File: src/rtl/amo_pkg.sv
package amo_pkg;

  localparam logic [1:0] SZ_WORD  = 2'b00;
  localparam logic [1:0] SZ_HALF  = 2'b01;
  localparam logic [1:0] SZ_BYTE  = 2'b10;
  localparam logic [1:0] SZ_DWORD = 2'b11;

  typedef enum logic [2:0] {
    ST_IDLE,
    ST_READ,
    ST_CALC,
    ST_WRITE,
    ST_DONE
  } amo_state_e;

  typedef enum logic [2:0] {
    OP_ADD,
    OP_OR,
    OP_AND,
    OP_XOR,
    OP_SWAP,
    OP_CAS
  } amo_op_e;

  typedef struct packed {
    amo_op_e op;
    logic    fetch;
    logic    wide;
    logic    bad;
  } amo_cmd_t;

endpackage

File: src/rtl/amo_decode.sv
module amo_decode
  import amo_pkg::*;
#(
  parameter int IMM_W = 32
) (
  input  logic [1:0]       size,
  input  logic [IMM_W-1:0] imm,
  output amo_cmd_t         cmd
);
  localparam int SEL_W = 8;

  logic hi_zero, mid_zero, size_ok, code_ok;
  amo_op_e op;

  assign hi_zero  = (imm[IMM_W-1:SEL_W] == '0);
  assign mid_zero = (imm[3:1] == 3'b000);
  assign size_ok  = (size == SZ_WORD) || (size == SZ_DWORD);

  always_comb begin
    op      = OP_ADD;
    code_ok = 1'b1;
    unique case (imm[7:4])
      4'h0:    op = OP_ADD;
      4'h4:    op = OP_OR;
      4'h5:    op = OP_AND;
      4'hA:    op = OP_XOR;
      4'hE: begin
        op      = OP_SWAP;
        code_ok = imm[0];
      end
      4'hF: begin
        op      = OP_CAS;
        code_ok = imm[0];
      end
      default: code_ok = 1'b0;
    endcase
  end

  assign cmd.op    = op;
  assign cmd.fetch = imm[0];
  assign cmd.wide  = (size == SZ_DWORD);
  assign cmd.bad   = !(size_ok && hi_zero && mid_zero && code_ok);

endmodule

File: src/rtl/amo_alu.sv
module amo_alu
  import amo_pkg::*;
#(
  parameter int DATA_W = 64
) (
  input  amo_op_e           op,
  input  logic              wide,
  input  logic [DATA_W-1:0] old_val,
  input  logic [DATA_W-1:0] opnd,
  input  logic [DATA_W-1:0] cmp_val,
  output logic [DATA_W-1:0] new_val,
  output logic              match
);
  localparam int HALF_W = DATA_W / 2;

  function automatic logic [DATA_W-1:0] fit(input logic w, input logic [DATA_W-1:0] v);
    fit = w ? v : {{HALF_W{1'b0}}, v[HALF_W-1:0]};
  endfunction

  function automatic logic [DATA_W-1:0] combine(input amo_op_e o,
                                                input logic [DATA_W-1:0] a,
                                                input logic [DATA_W-1:0] b);
    unique case (o)
      OP_ADD:  combine = a + b;
      OP_OR:   combine = a | b;
      OP_AND:  combine = a & b;
      OP_XOR:  combine = a ^ b;
      default: combine = b;
    endcase
  endfunction

  assign match   = (fit(wide, old_val) == fit(wide, cmp_val));
  assign new_val = fit(wide, combine(op, old_val, opnd));

endmodule

File: src/rtl/amo_seq.sv
module amo_seq
  import amo_pkg::*;
(
  input  logic       clk,
  input  logic       rst_n,
  input  logic       start,
  input  logic       bad,
  input  logic       mem_ack,
  input  logic       miss,
  output amo_state_e state,
  output logic       mem_req,
  output logic       mem_we,
  output logic       lock,
  output logic       done,
  output logic       rd_take
);
  amo_state_e nxt;

  always_comb begin
    nxt = state;
    unique case (state)
      ST_IDLE:  if (start) nxt = bad ? ST_DONE : ST_READ;
      ST_READ:  if (mem_ack) nxt = ST_CALC;
      ST_CALC:  nxt = miss ? ST_DONE : ST_WRITE;
      ST_WRITE: if (mem_ack) nxt = ST_DONE;
      default:  nxt = ST_IDLE;
    endcase
  end

  always_ff @(posedge clk) begin
    if (!rst_n) state <= ST_IDLE;
    else        state <= nxt;
  end

  assign mem_req = (state == ST_READ) || (state == ST_WRITE);
  assign mem_we  = (state == ST_WRITE);
  assign lock    = (state == ST_READ) || (state == ST_CALC) || (state == ST_WRITE);
  assign done    = (state == ST_DONE);
  assign rd_take = (state == ST_READ) && mem_ack;

endmodule

File: src/rtl/amo_engine.sv
module amo_engine
  import amo_pkg::*;
#(
  parameter int DATA_W = 64,
  parameter int ADDR_W = 64,
  parameter int OFS_W  = 16,
  parameter int IMM_W  = 32
) (
  input  logic              clk,
  input  logic              rst_n,
  input  logic              req_valid,
  input  logic [1:0]        req_size,
  input  logic [IMM_W-1:0]  req_imm,
  input  logic [ADDR_W-1:0] req_base,
  input  logic [OFS_W-1:0]  req_ofs,
  input  logic [DATA_W-1:0] req_src,
  input  logic [DATA_W-1:0] req_r0,
  output logic              busy,
  output logic              mem_req,
  output logic              mem_we,
  output logic              mem_wide,
  output logic [ADDR_W-1:0] mem_addr,
  output logic [DATA_W-1:0] mem_wdata,
  input  logic [DATA_W-1:0] mem_rdata,
  input  logic              mem_ack,
  output logic              mem_lock,
  output logic              done,
  output logic              illegal,
  output logic              src_we,
  output logic [DATA_W-1:0] src_val,
  output logic              r0_we,
  output logic [DATA_W-1:0] r0_val
);
  localparam int HALF_W = DATA_W / 2;
  localparam int EXT_W  = ADDR_W - OFS_W;

  amo_cmd_t          dec_cmd, cmd_q;
  amo_state_e        state;
  logic              start, rd_take, match, skip_wr, op_wide;
  logic [ADDR_W-1:0] eff_addr, addr_q;
  logic [DATA_W-1:0] src_q, r0_q, old_q, new_val;

  amo_decode #(.IMM_W(IMM_W)) u_dec (
    .size (req_size),
    .imm  (req_imm),
    .cmd  (dec_cmd)
  );

  assign start    = req_valid && (state == ST_IDLE);
  assign eff_addr = req_base + {{EXT_W{req_ofs[OFS_W-1]}}, req_ofs};

  always_ff @(posedge clk) begin
    if (!rst_n) begin
      cmd_q  <= '{op: OP_ADD, fetch: 1'b0, wide: 1'b0, bad: 1'b0};
      addr_q <= '0;
      src_q  <= '0;
      r0_q   <= '0;
      old_q  <= '0;
    end else begin
      if (start) begin
        cmd_q  <= dec_cmd;
        addr_q <= eff_addr;
        src_q  <= req_src;
        r0_q   <= req_r0;
      end
      if (rd_take)
        old_q <= cmd_q.wide ? mem_rdata : {{HALF_W{1'b0}}, mem_rdata[HALF_W-1:0]};
    end
  end

  amo_alu #(.DATA_W(DATA_W)) u_alu (
    .op      (cmd_q.op),
    .wide    (cmd_q.wide),
    .old_val (old_q),
    .opnd    (src_q),
    .cmp_val (r0_q),
    .new_val (new_val),
    .match   (match)
  );

  assign skip_wr = (state == ST_CALC) && (cmd_q.op == OP_CAS) && !match;
  assign op_wide = cmd_q.wide;

  amo_seq u_seq (
    .clk     (clk),
    .rst_n   (rst_n),
    .start   (start),
    .bad     (dec_cmd.bad),
    .mem_ack (mem_ack),
    .miss    (skip_wr),
    .state   (state),
    .mem_req (mem_req),
    .mem_we  (mem_we),
    .lock    (mem_lock),
    .done    (done),
    .rd_take (rd_take)
  );

  assign busy      = (state != ST_IDLE);
  assign mem_addr  = addr_q;
  assign mem_wdata = new_val;
  assign mem_wide  = cmd_q.wide;

  assign illegal = done && cmd_q.bad;
  assign src_we  = done && !cmd_q.bad && cmd_q.fetch && (cmd_q.op != OP_CAS);
  assign r0_we   = done && !cmd_q.bad && (cmd_q.op == OP_CAS);
  assign src_val = old_q;
  assign r0_val  = old_q;

endmodule

File: config.mk
export PLATFORM = sky130hd
export DESIGN_NAME = amo_engine
export DESIGN_NICKNAME = d
export VERILOG_FILES = /design/src/rtl/amo_pkg.sv /design/src/rtl/amo_decode.sv /design/src/rtl/amo_alu.sv /design/src/rtl/amo_seq.sv /design/src/rtl/amo_engine.sv
export SDC_FILE = /design/constraint.sdc
export NUM_CORES = 1
export LEC_CHECK = 0
export CAP_MARGIN = 25
export CORE_AREA = 3 3 223 225
export CTS_CLUSTER_DIAMETER = 200
export DETAILED_ROUTE_END_ITERATION = 10
export DIE_AREA = 0 0 226 228
export GPL_ROUTABILITY_DRIVEN = 0
export GPL_TIMING_DRIVEN = 0
export PLACE_DENSITY = 0.75
export SYNTH_ARGS = -nofsm -noshare
export SYNTH_HDL_FRONTEND = slang
export SYNTH_SLANG_ARGS = --single-unit
File: constraint.sdc
create_clock -name clk -period 8.3 [get_ports clk]
set_input_delay 1.245 -clock clk [delete_from_list [all_inputs] [get_ports clk]]
set_output_delay 1.245 -clock clk [all_outputs]
set_load 0.1 [all_outputs]
# Word level (Yosys, flattened, before mapping)
# Index checks and enable logic that the tools add are counted.
# op_classes
n_addsub	2
n_eq_ne	19
n_mux	13
bitwise_logic	3
n_reduce_logical	29
# op_table
op	count
2-to-1 mux 64 bit	4
case mux 64 bit (4 select lines)	1
adder 64 bit	2
bitwise AND 64 bit	1
== test 64 bit	1
bitwise OR 64 bit	1
XOR 64 bit	1
logical NOT 24 bit	1
2-to-1 mux 3 bit	5
case mux 3 bit (5 select lines)	1
== test 3 x 2 -> 1 bit (second input constant)	4
== test 4 bit (second input constant)	3
logical AND 1 bit	12
case mux 3 bit (4 select lines)	1
logical NOT 3 bit	3
== test 4 x 3 -> 1 bit (second input constant)	2
== test 3 x 1 -> 1 bit (second input constant)	2
== test 3 bit (second input constant)	2
logical NOT 4 bit	1
logical OR 1 bit	4
inequality test 2 bit (second input constant)	2
OR reduction 4 bit	1
logical NOT 1 bit	3
inequality test 3 bit (second input constant)	1
other kinds (7)	7
# word_totals
reg_bits	265
inputBits	310
out_inout_bits	265
wordCells	75

# Depth between registers and ports, before layout
# Gate-level depths: netlist of the first run.
# depth
depth_word	8
mapped_depth	14
depth_no_buf	14

# Hierarchy
# A second synthesis of the first run with hierarchy kept.
# unflattened
cells_unflattened	2984
hier_area_um2	22441.5
# modules_own_cells
module	n_inst	cells_per_inst	area_per_inst_um2	seq_area_each_um2
amo_engine	1	1692	13794.5	5245.0
amo_alu	1	1246	8266.7	0.0
amo_seq	1	22	215.2	60.1
amo_decode	1	24	165.2	0.0

# Worst setup path before layout of the first run
# OpenSTA, ideal clock, no wires.
# synth_path
kind	flip-flop to output port
from	register old_q[0], in the netlist r0_val[0]
to	output port mem_wdata[60]
arrival_ns	5.825
t_required_ns	7.055
path_slack_ns	1.230
path_stages_with_launch	15
path_cell_list	dfxtp_1 -> ha_1 -> inv_1 -> fa_1 -> nor2b_1 -> o31a_1 -> o41ai_2 -> a21oi_2 -> o211ai_1 -> a2111oi_0 -> o211ai_1 -> a21oi_1 -> o21ai_0 -> and3_1 -> o31ai_1
# synth_via
elab_chain_cells	3
# synth_rtl
item	line_no	rtl
start, declared	amo_engine.sv:41	logic [DATA_W-1:0] src_q, r0_q, old_q, new_val;
start signal, assigned	amo_engine.sv:67	old_q <= cmd_q.wide ? mem_rdata : {{HALF_W{1'b0}}, mem_rdata[HALF_W-1:0]};
adder 64 bit	amo_alu.sv:24	OP_ADD: combine = a + b;
case mux 64 bit (4 select lines)	amo_alu.sv:23	unique case (o)
2-to-1 mux 64 bit	amo_alu.sv:17	fit = w ? v : {{HALF_W{1'b0}}, v[HALF_W-1:0]};
end, declared	amo_engine.sv:23	output logic [DATA_W-1:0] mem_wdata,
# Every way passes these cells.

# Worst setup path after layout of the first run
# Same ends and word-level chain as after synthesis.

==> run metrics, run 1 <==
H-tree lvl count 1; first-pass GRT wire length about 140000 um; CTS Buf Count 31; fill count 4354; placeable core region 47700 um^2; DIE WIDTH 226 um; setup ws final 0.781 ns; # rows 80; Arrival @ worst endpoint roughly 6.3 ns; cell count after synthesis 2928; maximum VDD drop approximately 0.16 mV; hold buffers post-CTS 0; Tcrit/Tclk final between 90% and 100%; Longest Clk Path Bufs 3; Netlist cell types ~90; status finished, final reports clean; register area roughly 5300 um^2; RSZ-0062 raised after global routing no; Critical Path Fanout Max 6; layout cell share with drive strength beyond 1 5.30%; #FFs+latches synth 265; share of synthesized registers carrying an async set or reset 0%; drt total wl approximately 95000 um; EDFF count, synth 0; Setup Buffers After CTS 0; DRT Pass-1 Iters 7; Final setup viols 0; final total power roughly 4200 uW; Slew Viols, Final 0; GRT Total Usage 35.2%; DRC 0; MaxCap Viol Count 0; Final #Nets 4047; Worst EP required 7.05 ns; antenna viol nets, final 0; Setup CP Type reg -> out; Reg clk slew, reported paths ~0.060 ns; nature of the critical path endpoint primary output; skew final roughly 0.029 ns; Least-Margin Pin Slew 1.11 ns; yosys warns 0; max frequency 0.133 GHz; Hold Path Class reg -> reg; initial core utilization a little under half; crit-path cells ha_1 > inv_1 > fa_1 > nor2b_1 > o31a_1 > o41ai_2 > a21oi_2 > o211ai_1 > a2111oi_0 > o211ai_1 > a21oi_1 > o21ai_0 > and3_1 > o31ai_1 > clkdlybuf4s50_1; syn_area_per_cell ~7.3 um^2; Leak between 0.01 and 0.015 uW; reg-to-reg slack, setup around 5.2 ns; startpoint types flip-flop; largest net degree at the start of global routing 36; vias after detailed routing 24.3k; post-layout min period about 7.5 ns; Post-DP Area around 28000 um^2; DR iter-0 viols around 2.0k; setup TNS 0 ns; Vert. Die Dim between 200 and 250 um; antenna violations before repair 26; Design Area, Final between 20000 and 30000 um^2; Synthesized Nets 3432; Slew HR roughly a quarter; sequential share of the synthesized area between 20% and 30%; footprint of the multi-input gates 14100 um^2; Vias/cell slightly below 6; Synth Cell Area about 21000 um^2; Ports between 500 and 600; clk sink count roughly 270; Avg WL per Cell ~23 um; DP Worst Slack 1.56 ns; CP max stage cell clkdlybuf4s50_1; vias in the first global route around 23k; Syn-to-layout area delta 35.8%; most used cell along the critical path o211ai_1; post_cts resized 0; power per cell area 143 nW/um^2; PortBufs between 500 and 600; CTS tree built; global route overflow 0; ys flop type dfxtp_1; hpwl dp about 76000 um; clk_lat worst skew just over 0.6 ns; final number of hold-violating endpoints 0; DIE AREA 51500 um^2; largest stage delay on the critical path about 1.2 ns; Clock Tree Root clkbuf_16
## synthesized netlist by cell type (9+ instances only)
library cell  number  area (um^2)
nor2b_1           15         93.8
xnor2_1          110          963
or3_1              9         56.3
nor4_1            25          156
a31oi_1           21          131
clkbuf_1         154          578
nor2_1            96          360
ha_1             192         2400
o211ai_1          20          150
a22o_1            30          263
a21o_1            56          420
nand3_1           60          300
o21bai_1          30          225
mux4_2            17          383
buf_2              9         45.0
xor2_1            71          622
a21oi_1          417         2090
o21ai_0          110          551
o31ai_1           13         97.6
nand4_1           54          338
inv_1            223          837
a221oi_1          19          166
a222oi_1          20          200
dfxtp_1          265         5310
nor3_1            30          150
nand2_1          567         2130
buf_4             65          488
a211oi_1          18          135
nand2b_1          10         62.6
mux2i_1           59          591
## layout make-up
class	count	share of cell area [%]
Timing Repair Buffer	582	20.1
Antenna cell	19	0.163
Tap cell	615	2.64
Clock buffer	47	3.14
Inverter	226	2.91
Sequential cell	265	18.2
Clock inverter	10	0.339
Buffer	242	4.13
Multi-Input combinational cell	2195	48.4
## placed cells by master, fill, tap and decap left out, types with 59 or more instances in the layout
master and n:
xor2_1 71, nand3_1 60, nand2_1 567, clkdlybuf4s50_1 573
clkbuf_1 162, mux2i_1 59, inv_1 223, buf_4 65
xnor2_1 110, a21oi_1 417, ha_1 192, dfxtp_1 265
nor2_1 96, o21ai_0 110
## kinds of logic after synthesis
logic type | synth area share [%]
simple gates | 18.5
compound gates | 23.9
buf+inv | 9.55
flops | 24.7
fa+ha+maj | 11.4
xor+xnor | 7.38
mux | 4.63
## state kept, by name, indices dropped and copies added, names as in the netlist
register and cells:
r0_q 64, r0_val 64, cmd_q 5, u_seq.state 3
mem_addr 64, src_q 64, mem_wide 1
## per-layer routing
| metal | vias up | wire (um) | global-route usage (%) |
|---|---|---|---|
| li1 | 11400 | - | - |
| met1 | 11400 | 36300 | 42.6 |
| met2 | 1289 | 43800 | 58.3 |
| met3 | 298 | 10200 | 9.63 |
| met4 | 16 | 4710 | 15.3 |
| met5 | - | 120 | 0 |
## worst max-delay path, delay by kind of cell, from the launching register on
family	cells	cell delay, ns
simple gates	2	0.37
buf+inv	2	1.30
compound gates	9	2.56
fa+ha+maj	2	0.73
flops	1	0.69
## worst paths after layout
kind                  start             to  cells past startpoint
max               r0_val[0]  mem_wdata[60]                     15
min             mem_addr[4]    mem_addr[4]                      2
max reg2reg  u_seq.state[1]       src_q[6]                      8
min reg2reg     mem_addr[4]    mem_addr[4]                      2
## through the flow
| stage | utilization [%] | hold slack (ns) | std cells |
|---|---|---|---|
| CTS | 61.0 | 0.455 | 4181 |
| finish | 61.2 | 0.452 | 4201 |
| global placement | 58.7 | 0.439 | 4117 |
| floorplan | - | 0.437 | 2928 |
| global route | 61.1 | 0.475 | 4194 |
| detailed placement | 58.9 | 0.446 | 4124 |
## power by group
part           internal, uW  total (uW)  switching, uW
Sequential             1340        1400           55.2
Combinational           480        1380            904
Clock                   791        1390            596
Total                  2610        4170           1550
No activity file was read; power rests on OpenSTA's default activity.
==> run 2: changes to the inputs <==
- CORE_AREA: 3 3 223 225 -> 3 3 225 227
- DIE_AREA: 0 0 226 228 -> 0 0 228 230
- SYNTH_HIERARCHICAL: default -> 1
==> run metrics, run 2 <==
status finished, final reports clean; WHS Endpoint mem_addr[52]; Vert. Die Dim between 200 and 250 um; final number of hold-violating endpoints 0; DRT Pass-1 Iters 7; Post-DP Area 29100 um^2; Vias/cell 5.62; setup TNS 0 ns; hold path startpoint mem_addr[52]; MaxCap Viol Count 0; maximum VDD drop between 0.15 and 0.2 mV; Setup Buffers After CTS 0; top-area cell type share of the netlist area a little under a quarter; # rows 81; Syn-to-layout area delta 34.5%; Avg WL per Cell just over 20 um; WHS 0.450 ns; syn_area_per_cell around 7.5 um^2; CTS Buf Count 30; Worst EP required ~7.1 ns; Tcrit/Tclk final a little under 90%; EDFF count, synth 0; most frequent cells in the layout clkdlybuf4s50_1 (573), nand2_1 (516), dfxtp_1 (265), a21oi_1 (210), inv_1 (208); Worst R2R End u_seq/state[2]; Synthesized Nets roughly 3.5k; hold path cells 2; Logic pwr share approximately a third; Final #Nets 4098; DR iter-0 viols 2056; Ports between 500 and 600; Longest Clk Path Bufs 3; top post-synthesis cells by area dfxtp_1 (24%), ha_1 (11%), nand2_1 (8.6%); commonest non-fill, non-tap cell in the layout clkdlybuf4s50_1; first-pass GRT wire length 131000 um; P_int ~2700 uW; DIE WIDTH roughly 230 um; DIE AREA approximately 52000 um^2; most frequent cell after synthesis nand2_1; DRC 0; Netlist cell types 99; RSZ-0062 raised after global routing no; Final setup viols 0; layout cell share with drive strength beyond 1 approximately 5.3%; #FFs+latches synth 265; share of synthesized registers carrying an async set or reset 0%; hpwl dp around 70000 um; hold buffers post-CTS 0; global route overflow 0; skew final approximately 0.017 ns; power per cell area approximately 140 nW/um^2; sequential share of the synthesized area roughly a quarter; Synth Cell Area roughly 22000 um^2; largest net degree at the start of global routing between 40 and 50; RR Startpoint r0_val[59]; placeable core region slightly below 50000 um^2; Least-Margin Pin Slew around 1.1 ns; Slew Viols, Final 0; fill count approximately 4.6k; commonest cells in the synthesized netlist nand2_1 (516), dfxtp_1 (265), a21oi_1 (210); Setup CP Type reg -> out; vias in the first global route between 20k and 25k; clock group share of total power a little over a third; clk sink count 265; Slew HR between 20% and 30%; nature of the critical path endpoint primary output; antenna violations before repair 10; post-layout min period 7.20 ns; max frequency approximately 0.14 GHz; H-tree lvl count 1; Critical Path Fanout Max 6; Clock Tree Root clkbuf_16; Worst Reg-to-Reg Cells 9; Leak between 0.01 and 0.015 uW; yosys warns 6; Design Area, Final slightly above 30000 um^2; cell taking the most area after synthesis dfxtp_1; clk_lat worst skew 0.59 ns; ys flop type dfxtp_1; Reg clk slew, reported paths 0.06 ns; startpoint types flip-flop; Arrival @ worst endpoint between 5 and 6 ns; reg-to-reg slack, setup 5.17 ns; Net Switching about 1500 uW; drt total wl 88300 um; sw frac 36.0%; initial core utilization approximately 46%; PortBufs 574; CTS tree built; antenna viol nets, final 0; vias after detailed routing around 24k; GRT Total Usage a little under a third; cell count after synthesis between 2k and 3k; post_cts resized 0; Hold Path Class reg -> reg; Flop pwr share between 30% and 40%
[run 2: changes by cell type after synthesis, moves of 23 or more]
cell / delta
nor2b_1: +91
a21oi_1: -207
a22o_1: -23
a21boi_0: +143
and2_1: +31
nand2_1: -51
nand3_1: -31
o21ai_0: +72
[run 2: layout make-up]
type | count | area, um^2 | share of cell area [%]
well taps | 664 | 831 | 2.75
flip-flops and latches | 265 | 5310 | 17.6
clock buffers | 42 | 887 | 2.94
diodes | 2 | 5.00 | 0.0166
repair buffers | 578 | 5810 | 19.3
plain buffers | 250 | 1210 | 4.01
clock inverters | 14 | 204 | 0.676
multi-input cells | 2258 | 15100 | 50.1
inverters | 211 | 806 | 2.67
[run 2: critical path, cell delays in order, from the launching register on]
cell and delay (ns):
dfxtp_1 0.57, ha_1 0.32, inv_1 0.07, fa_1 0.41, and2b_1 0.24, o211ai_2 0.10, a31o_4 0.28, o32a_1 0.42
a211o_1 0.34, o211ai_1 0.39, a221oi_1 0.19, o21bai_1 0.22, mux2_2 0.35, a31oi_1 0.22, clkdlybuf4s50_1 1.26
[run 2: per-layer routing]
metal  track usage [%]  part of all wire, %  vias up
li1                  -                    -    11500
met3              7.22                  9.0      215
met1              39.3                   40    11200
met4              11.7                  4.3       16
met2              53.5                   47     1108
met5                 0                 0.14        -
[run 2: cells by family (layout without fill, tap and decap cells)]
group                      count (synthesis)  in the layout  synth area share, %
xor gates and xnor gates                 170            170                 6.63
muxes                                     86             86                 4.69
AOI/OAI and AO/OA                        858            858                 25.4
buffers and inverters                    461           1095                 8.98
DFF                                      265            265                 23.6
adders and majority gates                194            194                 10.9
other                                      0              2                    0
and+or+nand+nor                          950            950                 19.8
[run 2: per-stage QoR]
step	util [%]	setup slack, ns	total power [uW]	instances
6_report	61.8	1.10	4250	4284
5_1_grt	61.8	0.947	4410	4282
4_1_cts	61.7	1.10	4260	4281
3_5_place_dp	59.5	1.76	2770	4225
3_3_place_gp	59.4	1.71	2760	4222
2_1_floorplan	-	1.37	2310	2984
[run 2: power by group through the flow]
| stage | clock, uW | combinational [uW] | sequential [uW] |
|---|---|---|---|
| after floorplan | 0 | 648 | 1660 |
| after global placement | 0 | 1330 | 1420 |
| after detailed placement | 0 | 1340 | 1430 |
| after CTS | 1510 | 1350 | 1400 |
| after global routing | 1560 | 1450 | 1410 |
| final | 1490 | 1360 | 1400 |
[run 2: how the worst max path moves through the flow]
| stage | start | end | slack, ns | depth (start not counted) |
|---|---|---|---|---|
| floorplan | r0_val[0] | mem_wdata[56] | 1.37 | 13 |
| global placement | r0_val[0] | mem_wdata[60] | 1.71 | 14 |
| detailed placement | r0_val[0] | mem_wdata[60] | 1.76 | 14 |
| CTS | r0_val[0] | mem_wdata[60] | 1.10 | 14 |
| global route | r0_val[0] | mem_wdata[60] | 0.95 | 14 |
| finish | r0_val[0] | mem_wdata[60] | 1.10 | 14 |
